==> src/rtl/sig_match_pkg.sv <==
package sig_match_pkg;
   typedef enum logic [1:0] {
      PH_IDLE = 2'd0,
      PH_CAPT = 2'd1,
      PH_SCAN = 2'd2
   } phase_t;
endpackage

==> src/rtl/sig_capture.sv <==
module sig_capture #(
   parameter int NUM_CHK = 6,
   parameter int RUN_LEN = 32
) (
   input  logic                       clk,
   input  logic                       rst_n,
   input  logic                       clear_i,
   input  logic                       shift_i,
   input  logic [NUM_CHK-1:0]         fail_i,
   output logic [NUM_CHK*RUN_LEN-1:0] sig_o
);
   if (NUM_CHK < 1) begin : g_bad_chk
      $error("sig_capture: NUM_CHK must be at least 1");
   end
   if (RUN_LEN < 2) begin : g_bad_len
      $error("sig_capture: RUN_LEN must be at least 2");
   end

   // one right-shifting lane per checker: the first sample ends in the lowest bit
   for (genvar c = 0; c < NUM_CHK; c++) begin : g_lane
      logic [RUN_LEN-1:0] lane_q;
      always_ff @(posedge clk or negedge rst_n) begin
         if (!rst_n) begin
            lane_q <= '0;
         end else if (clear_i) begin
            lane_q <= '0;
         end else if (shift_i) begin
            lane_q <= {fail_i[c], lane_q[RUN_LEN-1:1]};
         end
      end
      assign sig_o[c*RUN_LEN +: RUN_LEN] = lane_q;
   end


   lane_hold_chk: assert property (@(posedge clk) disable iff (!rst_n)
      (!shift_i && !clear_i) |=> $stable(sig_o));
endmodule

==> src/rtl/sig_dict.sv <==
module sig_dict #(
   parameter int ROWS  = 16,
   parameter int SIG_W = 192
) (
   input  logic                    clk,
   input  logic                    rst_n,
   input  logic                    wr_en_i,
   input  logic [$clog2(ROWS)-1:0] wr_addr_i,
   input  logic [SIG_W-1:0]        wr_data_i,
   input  logic [$clog2(ROWS)-1:0] rd_addr_i,
   output logic [SIG_W-1:0]        rd_data_o
);
   localparam int ROW_W = $clog2(ROWS);

   if (ROWS < 2) begin : g_bad_rows
      $error("sig_dict: ROWS must be at least 2");
   end
   if ((1 << ROW_W) != ROWS) begin : g_bad_pow
      $error("sig_dict: ROWS must be a power of two");
   end

   logic [SIG_W-1:0] rows_q [ROWS];

   always_ff @(posedge clk or negedge rst_n) begin
      if (!rst_n) begin
         for (int r = 0; r < ROWS; r++) begin
            rows_q[r] <= '0;
         end
      end else if (wr_en_i) begin
         rows_q[wr_addr_i] <= wr_data_i;
      end
   end

   assign rd_data_o = rows_q[rd_addr_i];


   dict_write_chk: assert property (@(posedge clk) disable iff (!rst_n)
      wr_en_i |=> (rows_q[$past(wr_addr_i)] == $past(wr_data_i)));
endmodule

==> src/rtl/sig_compare.sv <==
module sig_compare #(
   parameter int NUM_CHK = 6,
   parameter int RUN_LEN = 32
) (
   input  logic [NUM_CHK*RUN_LEN-1:0] sig_a_i,
   input  logic [NUM_CHK*RUN_LEN-1:0] sig_b_i,
   output logic                       hit_o
);
   logic [NUM_CHK-1:0] lane_eq;

   // per-checker equality, combined: zero distance needs every lane equal
   for (genvar c = 0; c < NUM_CHK; c++) begin : g_cmp
      assign lane_eq[c] = ~|(sig_a_i[c*RUN_LEN +: RUN_LEN] ^ sig_b_i[c*RUN_LEN +: RUN_LEN]);
   end

   assign hit_o = &lane_eq;
endmodule

==> src/rtl/sig_sequencer.sv <==
module sig_sequencer
   import sig_match_pkg::*;
#(
   parameter int RUN_LEN = 32,
   parameter int ROWS    = 16
) (
   input  logic                      clk,
   input  logic                      rst_n,
   input  logic                      start_i,
   input  logic                      hit_i,
   output logic                      clear_o,
   output logic                      shift_o,
   output logic [$clog2(ROWS)-1:0]   row_o,
   output logic                      done_o,
   output logic [$clog2(ROWS)-1:0]   match_idx_o,
   output logic [$clog2(ROWS+1)-1:0] match_cnt_o,
   output logic                      no_match_o
);
   localparam int ROW_W  = $clog2(ROWS);
   localparam int CNT_W  = $clog2(ROWS + 1);
   localparam int SAMP_W = $clog2(RUN_LEN);

   if (RUN_LEN < 2) begin : g_bad_len
      $error("sig_sequencer: RUN_LEN must be at least 2");
   end
   if (ROWS < 2) begin : g_bad_rows
      $error("sig_sequencer: ROWS must be at least 2");
   end

   phase_t             phase_q;
   logic [SAMP_W-1:0]  samp_q;
   logic [ROW_W-1:0]   row_q;
   logic [CNT_W-1:0]   acc_cnt_q;
   logic [ROW_W-1:0]   acc_idx_q;
   logic               acc_found_q;

   logic [CNT_W-1:0]   nxt_cnt;
   logic [ROW_W-1:0]   nxt_idx;
   logic               nxt_found;
   logic               last_samp;
   logic               last_row;

   assign last_samp = (samp_q == SAMP_W'(RUN_LEN - 1));
   assign last_row  = (row_q == ROW_W'(ROWS - 1));

   always_comb begin
      nxt_cnt   = acc_cnt_q;
      nxt_idx   = acc_idx_q;
      nxt_found = acc_found_q;
      if (hit_i) begin
         nxt_cnt = acc_cnt_q + CNT_W'(1);
         if (!acc_found_q) begin
            nxt_idx   = row_q;
            nxt_found = 1'b1;
         end
      end
   end

   always_ff @(posedge clk or negedge rst_n) begin
      if (!rst_n) begin
         phase_q     <= PH_IDLE;
         samp_q      <= '0;
         row_q       <= '0;
         acc_cnt_q   <= '0;
         acc_idx_q   <= '0;
         acc_found_q <= 1'b0;
         done_o      <= 1'b0;
         match_idx_o <= '0;
         match_cnt_o <= '0;
         no_match_o  <= 1'b0;
      end else if (start_i) begin
         phase_q     <= PH_CAPT;
         samp_q      <= '0;
         row_q       <= '0;
         acc_cnt_q   <= '0;
         acc_idx_q   <= '0;
         acc_found_q <= 1'b0;
         done_o      <= 1'b0;
         match_idx_o <= '0;
         match_cnt_o <= '0;
         no_match_o  <= 1'b0;
      end else begin
         unique case (phase_q)
            PH_CAPT: begin
               samp_q <= samp_q + SAMP_W'(1);
               if (last_samp) begin
                  phase_q <= PH_SCAN;
                  row_q   <= '0;
               end
            end
            PH_SCAN: begin
               acc_cnt_q   <= nxt_cnt;
               acc_idx_q   <= nxt_idx;
               acc_found_q <= nxt_found;
               if (last_row) begin
                  phase_q     <= PH_IDLE;
                  done_o      <= 1'b1;
                  match_cnt_o <= nxt_cnt;
                  match_idx_o <= nxt_found ? nxt_idx : '0;
                  no_match_o  <= !nxt_found;
               end else begin
                  row_q <= row_q + ROW_W'(1);
               end
            end
            default: begin
               phase_q <= PH_IDLE;
            end
         endcase
      end
   end

   assign clear_o = start_i;
   assign shift_o = (phase_q == PH_CAPT) && !start_i;
   assign row_o   = row_q;


   start_clr_chk: assert property (@(posedge clk) disable iff (!rst_n)
      start_i |=> !done_o);

   done_src_chk: assert property (@(posedge clk) disable iff (!rst_n)
      $rose(done_o) |-> ($past(phase_q) == PH_SCAN));

   done_hold_chk: assert property (@(posedge clk) disable iff (!rst_n)
      (done_o && !start_i) |=> (done_o && $stable(match_cnt_o)
                                && $stable(match_idx_o) && $stable(no_match_o)));

   nomatch_cnt_chk: assert property (@(posedge clk) disable iff (!rst_n)
      done_o |-> (no_match_o == (match_cnt_o == '0)));

   nomatch_idx_chk: assert property (@(posedge clk) disable iff (!rst_n)
      (done_o && no_match_o) |-> (match_idx_o == '0));

   cnt_range_chk: assert property (@(posedge clk) disable iff (!rst_n)
      match_cnt_o <= CNT_W'(ROWS));
endmodule

==> src/rtl/sig_match.sv <==
module sig_match #(
   parameter int NUM_CHK = 6,
   parameter int RUN_LEN = 32,
   parameter int ROWS    = 16
) (
   input  logic                       clk,
   input  logic                       rst_n,
   input  logic                       start_i,
   input  logic [NUM_CHK-1:0]         fail_i,
   input  logic                       wr_en_i,
   input  logic [$clog2(ROWS)-1:0]    wr_addr_i,
   input  logic [NUM_CHK*RUN_LEN-1:0] wr_data_i,
   output logic                       done_o,
   output logic [$clog2(ROWS)-1:0]    match_idx_o,
   output logic [$clog2(ROWS+1)-1:0]  match_cnt_o,
   output logic                       no_match_o
);
   localparam int SIG_W = NUM_CHK * RUN_LEN;
   localparam int ROW_W = $clog2(ROWS);

   logic             clear;
   logic             shift;
   logic             hit;
   logic [ROW_W-1:0] row;
   logic [SIG_W-1:0] sig;
   logic [SIG_W-1:0] row_data;

   sig_capture #(.NUM_CHK(NUM_CHK), .RUN_LEN(RUN_LEN)) u_capture (
      .clk     (clk),
      .rst_n   (rst_n),
      .clear_i (clear),
      .shift_i (shift),
      .fail_i  (fail_i),
      .sig_o   (sig)
   );

   sig_dict #(.ROWS(ROWS), .SIG_W(SIG_W)) u_dict (
      .clk       (clk),
      .rst_n     (rst_n),
      .wr_en_i   (wr_en_i),
      .wr_addr_i (wr_addr_i),
      .wr_data_i (wr_data_i),
      .rd_addr_i (row),
      .rd_data_o (row_data)
   );

   sig_compare #(.NUM_CHK(NUM_CHK), .RUN_LEN(RUN_LEN)) u_compare (
      .sig_a_i (sig),
      .sig_b_i (row_data),
      .hit_o   (hit)
   );

   sig_sequencer #(.RUN_LEN(RUN_LEN), .ROWS(ROWS)) u_seq (
      .clk         (clk),
      .rst_n       (rst_n),
      .start_i     (start_i),
      .hit_i       (hit),
      .clear_o     (clear),
      .shift_o     (shift),
      .row_o       (row),
      .done_o      (done_o),
      .match_idx_o (match_idx_o),
      .match_cnt_o (match_cnt_o),
      .no_match_o  (no_match_o)
   );
endmodule

==> config.mk <==
export PLATFORM = sky130hd
export DESIGN_NAME = sig_match
export DESIGN_NICKNAME = d
export VERILOG_FILES = /design/src/rtl/sig_match_pkg.sv /design/src/rtl/sig_capture.sv /design/src/rtl/sig_dict.sv /design/src/rtl/sig_compare.sv /design/src/rtl/sig_sequencer.sv /design/src/rtl/sig_match.sv
export SDC_FILE = /design/constraint.sdc
export NUM_CORES = 2
export LEC_CHECK = 0
export BUFFER_PORTS_ARGS = -buffer_cell sky130_fd_sc_hd__buf_2
export CAP_MARGIN = 20
export CORE_ASPECT_RATIO = 0.6
export CORE_MARGIN = 2
export CORE_UTILIZATION = 63
export DETAILED_ROUTE_END_ITERATION = 8
export PLACE_DENSITY = 0.85
export REMOVE_ABC_BUFFERS = 1
export SKIP_LAST_GASP = 1
export SYNTH_ARGS = -nofsm -noshare
export SYNTH_HDL_FRONTEND = slang
export SYNTH_SLANG_ARGS = --single-unit
==> constraint.sdc <==
create_clock -name clk -period 4.65 [get_ports clk]
set_input_delay 0.2325 -clock clk [delete_from_list [all_inputs] [get_ports clk]]
set_output_delay 0.2325 -clock clk [all_outputs]
set_load 0.02 [all_outputs]
After elaboration in Yosys (flattened, before gate mapping)
Index checks and enable logic that the tools add are counted.

Multipliers: 0. Bitwise logic cells: 8. Shift-type cells: 0. Mux-type cells: 51. Magnitude comparators: 3. Reductions and logical operators: 25. Add/sub/neg operators: 3. Eq/ne operators: 7. Divide/modulo/power cells: 0.

Operators with widths (number): $bwmux W3072 (1); $bmux W192 S4 (1); $demux W192 S4 (1); $mux W192 (3); $mux W32 (12); $reduce_or A32 Y1 (6); $xor A32 B32 Y32 (6); $mux W4 (11); $mux W5 (8); $add A5 B1 Y5 const B (2); $ge A5 B5 Y1 const B (2); $not A4 Y5 (2); $mux W1 (9); $logic_not A1 Y1 (8); $pmux W4 S2 (1); $reduce_bool A2 Y1 (4); $mux W2 (3); $ne A3 B2 Y1 const B (2); $reduce_and A6 Y1 (1); $eq A5 B5 Y1 const B (1); $lt A5 B1 Y1 const B (1); $add A4 B1 Y4 const B (1); $eq A4 B4 Y1 const B (1); $pmux W2 S2 (1); 7 further kinds (9).

Memories: 0. Register bits after elaboration: 3296. RAM bits: 0. Bits in latches: 0. Logic and storage cells: 129. Input port bits: 206. Memory bits (read-only): 0.

Longest topological paths before layout
Depth in word-level cells: 13. Gate-level depth with buffers: 17.

By module
Synthesis repeated with hierarchy kept, for this count alone.

Cells, all modules: 9696. Area, all modules: 149399.5 um^2.

Modules (own cells, without submodules): sig_dict (area an instance 137773.4 um^2, times used 1, cells each 8665); sig_capture (area an instance 7961.4 um^2, times used 1, cells each 619); sig_compare (area an instance 2090.8 um^2, times used 1, cells each 257); sig_sequencer (area an instance 1574.0 um^2, times used 1, cells each 155).

Worst setup path after synthesis
OpenSTA, ideal clock, no wires.

Path kind: reg2reg. From: register u_seq.row_q[0] (netlist: u_seq.row_o[0]). To: register u_seq.acc_cnt_q[3]. Library setup time: 127 ps. Cell stages (with the launch flop): 14. Path buffers: 4. Arrival time: 3867 ps. Period minus slack after synthesis: 3995 ps. Slack: 655 ps. Path through: dfrtp_1 -> buf_2 -> buf_8 -> buf_8 -> buf_2 -> mux4_2 -> a221oi_1 -> a211oi_1 -> nor4_1 -> nand4_1 -> nor4_2 -> nand4_2 -> or4_1 -> mux2_1.

Word-level cells in the longest chain between the ends: 11.

Ends and longest elaborated chain: start, declared (RTL line sig_sequencer.sv:32) `logic [ROW_W-1:0] row_q;`; start signal, assigned (RTL line sig_sequencer.sv:102) `row_q <= row_q + ROW_W'(1);`; $not A4 Y5 (implied by the code) (*) (RTL line sig_dict.sv:34) `assign rd_data_o = rows_q[rd_addr_i];`; $bmux W192 S4 (*) (RTL line sig_dict.sv:34); $mux W192 (implied by the code) (*) (2 in a row) (RTL line sig_dict.sv:34); $xor A32 B32 Y32 (RTL line sig_compare.sv:13) `assign lane_eq[c] = ~|(sig_a_i[c*RUN_LEN +: RUN_LEN] ^ sig_b_i[c*RUN_LEN +: RUN_LEN]);`; $reduce_or A32 Y1 (RTL line sig_compare.sv:13); $logic_not A1 Y1 (RTL line sig_compare.sv:13); $reduce_and A6 Y1 (*) (RTL line sig_compare.sv:16) `assign hit_o = &lane_eq;`; $mux W5 (*) (RTL line sig_sequencer.sv:50) `if (hit_i) begin`; $mux W5 (*) (RTL line sig_sequencer.sv:83) `unique case (phase_q)`; $mux W5 (*) (RTL line sig_sequencer.sv:71) `end else if (start_i) begin`; end signal, assigned (RTL line sig_sequencer.sv:92) `acc_cnt_q <= nxt_cnt;`; end, declared (RTL line sig_sequencer.sv:33) `logic [CNT_W-1:0] acc_cnt_q;`.

Every way passes the cells marked *; elsewhere a longest branch is shown, timed or not. The select of a mux whose other input is x is not followed. A chain may end at the register's enable or synchronous reset.

Final worst setup path
From: register u_seq.row_q[0] (netlist: u_seq.row_o[0]). To: register u_seq.acc_cnt_q[4].

The elaborated chain is that of the path after synthesis.

==> results.cfg <==
[outcome]
status = finished with violations
violations = design-rule violations, negative setup slack

[logic_synthesis]
synth.avg_cell_area_um2 = 15.08
synth_edf_count = 0
yosysMostFrequentCell = dfrtp_1
yosysWarnings = 0
post_synth_inst_count = 9927
synth_cell_types = 77
ys_seq_area_share_pct = 55.10
async_reset_ff_share_pct = 100.0
synth_common_cells = 3296 x dfrtp_1, 3102 x mux2_2, 686 x mux4_2
synth-seq-cells = 3296
synthTopCellsByArea = dfrtp_1 55%, mux2_2 23%, mux4_2 10%, mux2i_1 2.1%, clkbuf_1 1.7%
synthFlopType = dfrtp_1
synth_top_cell_area_share_pct = 55.10
synth_area_leader_cell = dfrtp_1
synth_area_mm2 = 0.1497

[setup_path]
critPathCaptureType = register
cp_max_fo = 47
crit_arrival_ns = 5.78
start_kind = register
cp.required_ns = 5.42
critPathKind = register to register

[route]
vias = 95720
first_iter_violations = 11890
post_drt_wl_per_cell_um = 32.00
drc = 2
drt-total-wl_um = 441700
viasPerCell = 6.935
firstDrtPassIters = 9
ant_nets = 0

[grt]
grt_max_degree = 188
grt_pass1_wl_um = 661200
grt_usage_pct = 36.75
use_met1_pct = 51.52
gr-usage-met3_pct = 11.73
grtUsageMet2_pct = 54.30
overflow = 0
antenna_found_initial = 42
grt.busiest_layer = met2
grt_pass1_vias = 100500

[die]
rows = 138
start_util_pct = 63.41
die_x_um = 633.3
die_y_um = 381.6
core_area_mm2 = 0.2360
die-area_mm2 = 0.2416
num_io_pins = 217

[sta]
max_slew_margin_pct = 25.48
worst_slack_ns = -0.3612
final.setup.tns_ns = -4.958
maxSlewViolCount = 0
tightestPinTransition_ns = 1.115
fin_skew_ns = 0.06008
hold_violations = 0
rsz0062_at_grt = yes
period_needed_ns = 5.011
max_freq_mhz = 199.6
setup_viol = 20
fin_crit_sh_pct = 107.8

[place]
gp_congestion = 0.9745
place_area_mm2 = 0.1570
dp_hpwl_um = 273500
io_buffers = 216

[finish]
fillers = 13820
drive_gt1_share_pct = 49.28
fin_nets = 10620
final_cell_area_mm2 = 0.1704
syn2layout_area_growth_pct = 13.84

[worst_hold_path]
worstHoldPathType = primary input to register

[power]
p_per_area_mw_per_mm2 = 451.8
leakage_uw = 0.07213
ir_drop_v = 0.0003781

[clock_tree]
cts-root-buf = clkbuf_16
clkLatencyLatePin_ns = 0.88
h-tree-depth = 5
cts_buffers = 299
cts_sinks = 3296
cts.clk_slew.worst_paths_ns = 0.07
tritoncts = yes
clockBufferDepth = 4

[job]
max_cap_violations = 0
## cell usage in the layout (no fill, tap or decap), drive strengths merged, types with 75 or more instances in the layout
cell type	count
a21oi	229
nand2	520
dlygate4sd3	202
mux2i	310
a221oi	75
clkbuf	434
buf	852
xnor2	114
dfrtp	3296
xor2	99
mux4	686
mux2	3105
## final timing paths
check | end | depth (start not counted) | slack [ns] | from
setup reg to reg | u_seq.acc_cnt_q[4]$_DFFE_PN0N_ | 12 | -0.36 | u_seq.row_o[0]$_DFFE_PN0P_
hold reg to reg | u_dict.rows_q[1905]$_DFFE_PN0P_ | 1 | 0.50 | u_dict.rows_q[1905]$_DFFE_PN0P_
hold / removal | u_dict.rows_q[2910]$_DFFE_PN0P_ | 4 | 0.06 | wr_addr_i[0]
min in group asynchronous | u_dict.rows_q[2622]$_DFFE_PN0P_ | 3 | 0.19 | rst_n
max in group asynchronous | u_dict.rows_q[2003]$_DFFE_PN0P_ | 4 | 3.27 | rst_n
setup / recovery | u_seq.acc_cnt_q[4]$_DFFE_PN0N_ | 12 | -0.36 | u_seq.row_o[0]$_DFFE_PN0P_
## critical path, cell delays in order (launching register included)
cell and delay, ns:
dfrtp_4 0.45, buf_6 0.20, buf_12 0.36, mux4_2 0.57
a22o_1 0.26, a221oi_2 0.36, xnor2_1 0.28, a2111oi_0 0.68
nand3_2 0.24, a2111oi_4 0.41, nand4_4 0.20, or4_4 0.52
mux2_4 0.32
## report_power, final
| group | total [uW] | switching (uW) | internal [uW] |
|---|---|---|---|
| clock | 25400 | 11100 | 14300 |
| sequential | 38500 | 3550 | 34900 |
| combinational | 13100 | 5400 | 7720 |
## cell families after synthesis
family                     Yosys count  share of synthesized area (%)
xor gates and xnor gates           213                          1.246
adders and majority gates            4                        0.03344
buffers and inverters              896                          2.686
AOI/OAI and AO/OA                  634                          2.878
muxes                             4101                          35.76
DFF                               3296                          55.10
and+or+nand+nor                    783                          2.297
## layer usage
| layer | vias up | part of all wire [%] |
|---|---|---|
| li1 | 37520 | - |
| met4 | 28 | 4.2 |
| met1 | 51130 | 39 |
| met5 | - | 0.12 |
| met3 | 1275 | 12 |
| met2 | 5763 | 45 |
## registers in the layout, summed over array words and instances (netlist names)
signal,count
u_dict.rows_q,3072
u_capture.g_lane.lane_q,192
u_seq.acc_cnt_q,5
u_seq.match_cnt_o,5
u_seq.samp_q,5
u_seq.acc_idx_q,4
u_seq.match_idx_o,4
u_seq.row_o,4
u_seq.phase_q,2
u_seq.acc_found_q,1
u_seq.done_o,1
u_seq.no_match_o,1
## layout make-up
cell class | count | area (um2) | area share [%]
sequential | 3296 | 82490 | 48.41
timing repair buffer | 1058 | 10100 | 5.929
multi-input combinational | 5735 | 63880 | 37.49
antenna | 21 | 52.55 | 0.03084
clock buffer | 433 | 8901 | 5.224
tap | 3150 | 3941 | 2.313
inverter | 20 | 82.58 | 0.04846
clock inverter | 89 | 947.2 | 0.5558
## metrics by stage
stage	hold WS, ns	instances	power (uW)	setup slack, ns	utilization [%]
3_5_place_dp	0.2096	13000	51160	-0.8978	66.52
3_3_place_gp	0.2069	13000	49760	-1.065	66.52
4_1_cts	0.007917	13770	76610	-0.08582	72.02
2_1_floorplan	-0.06309	9051	46410	-31.36	-
6_report	0.06455	13800	76990	-0.3612	72.19
5_1_grt	0.04571	13790	79550	-0.4116	72.18
## timing repair
item / in CTS / in global routing
buffers inserted: 42 / 12
pin swaps: 30 / 36
hold buffers: 203 / 0
setup endpoints to repair: 20 / 20
cloned: 6 / 0
hold endpoints to repair: 3624 / 0
resized for setup: 94 / 52
No activity file was read; power rests on OpenSTA's default activity.
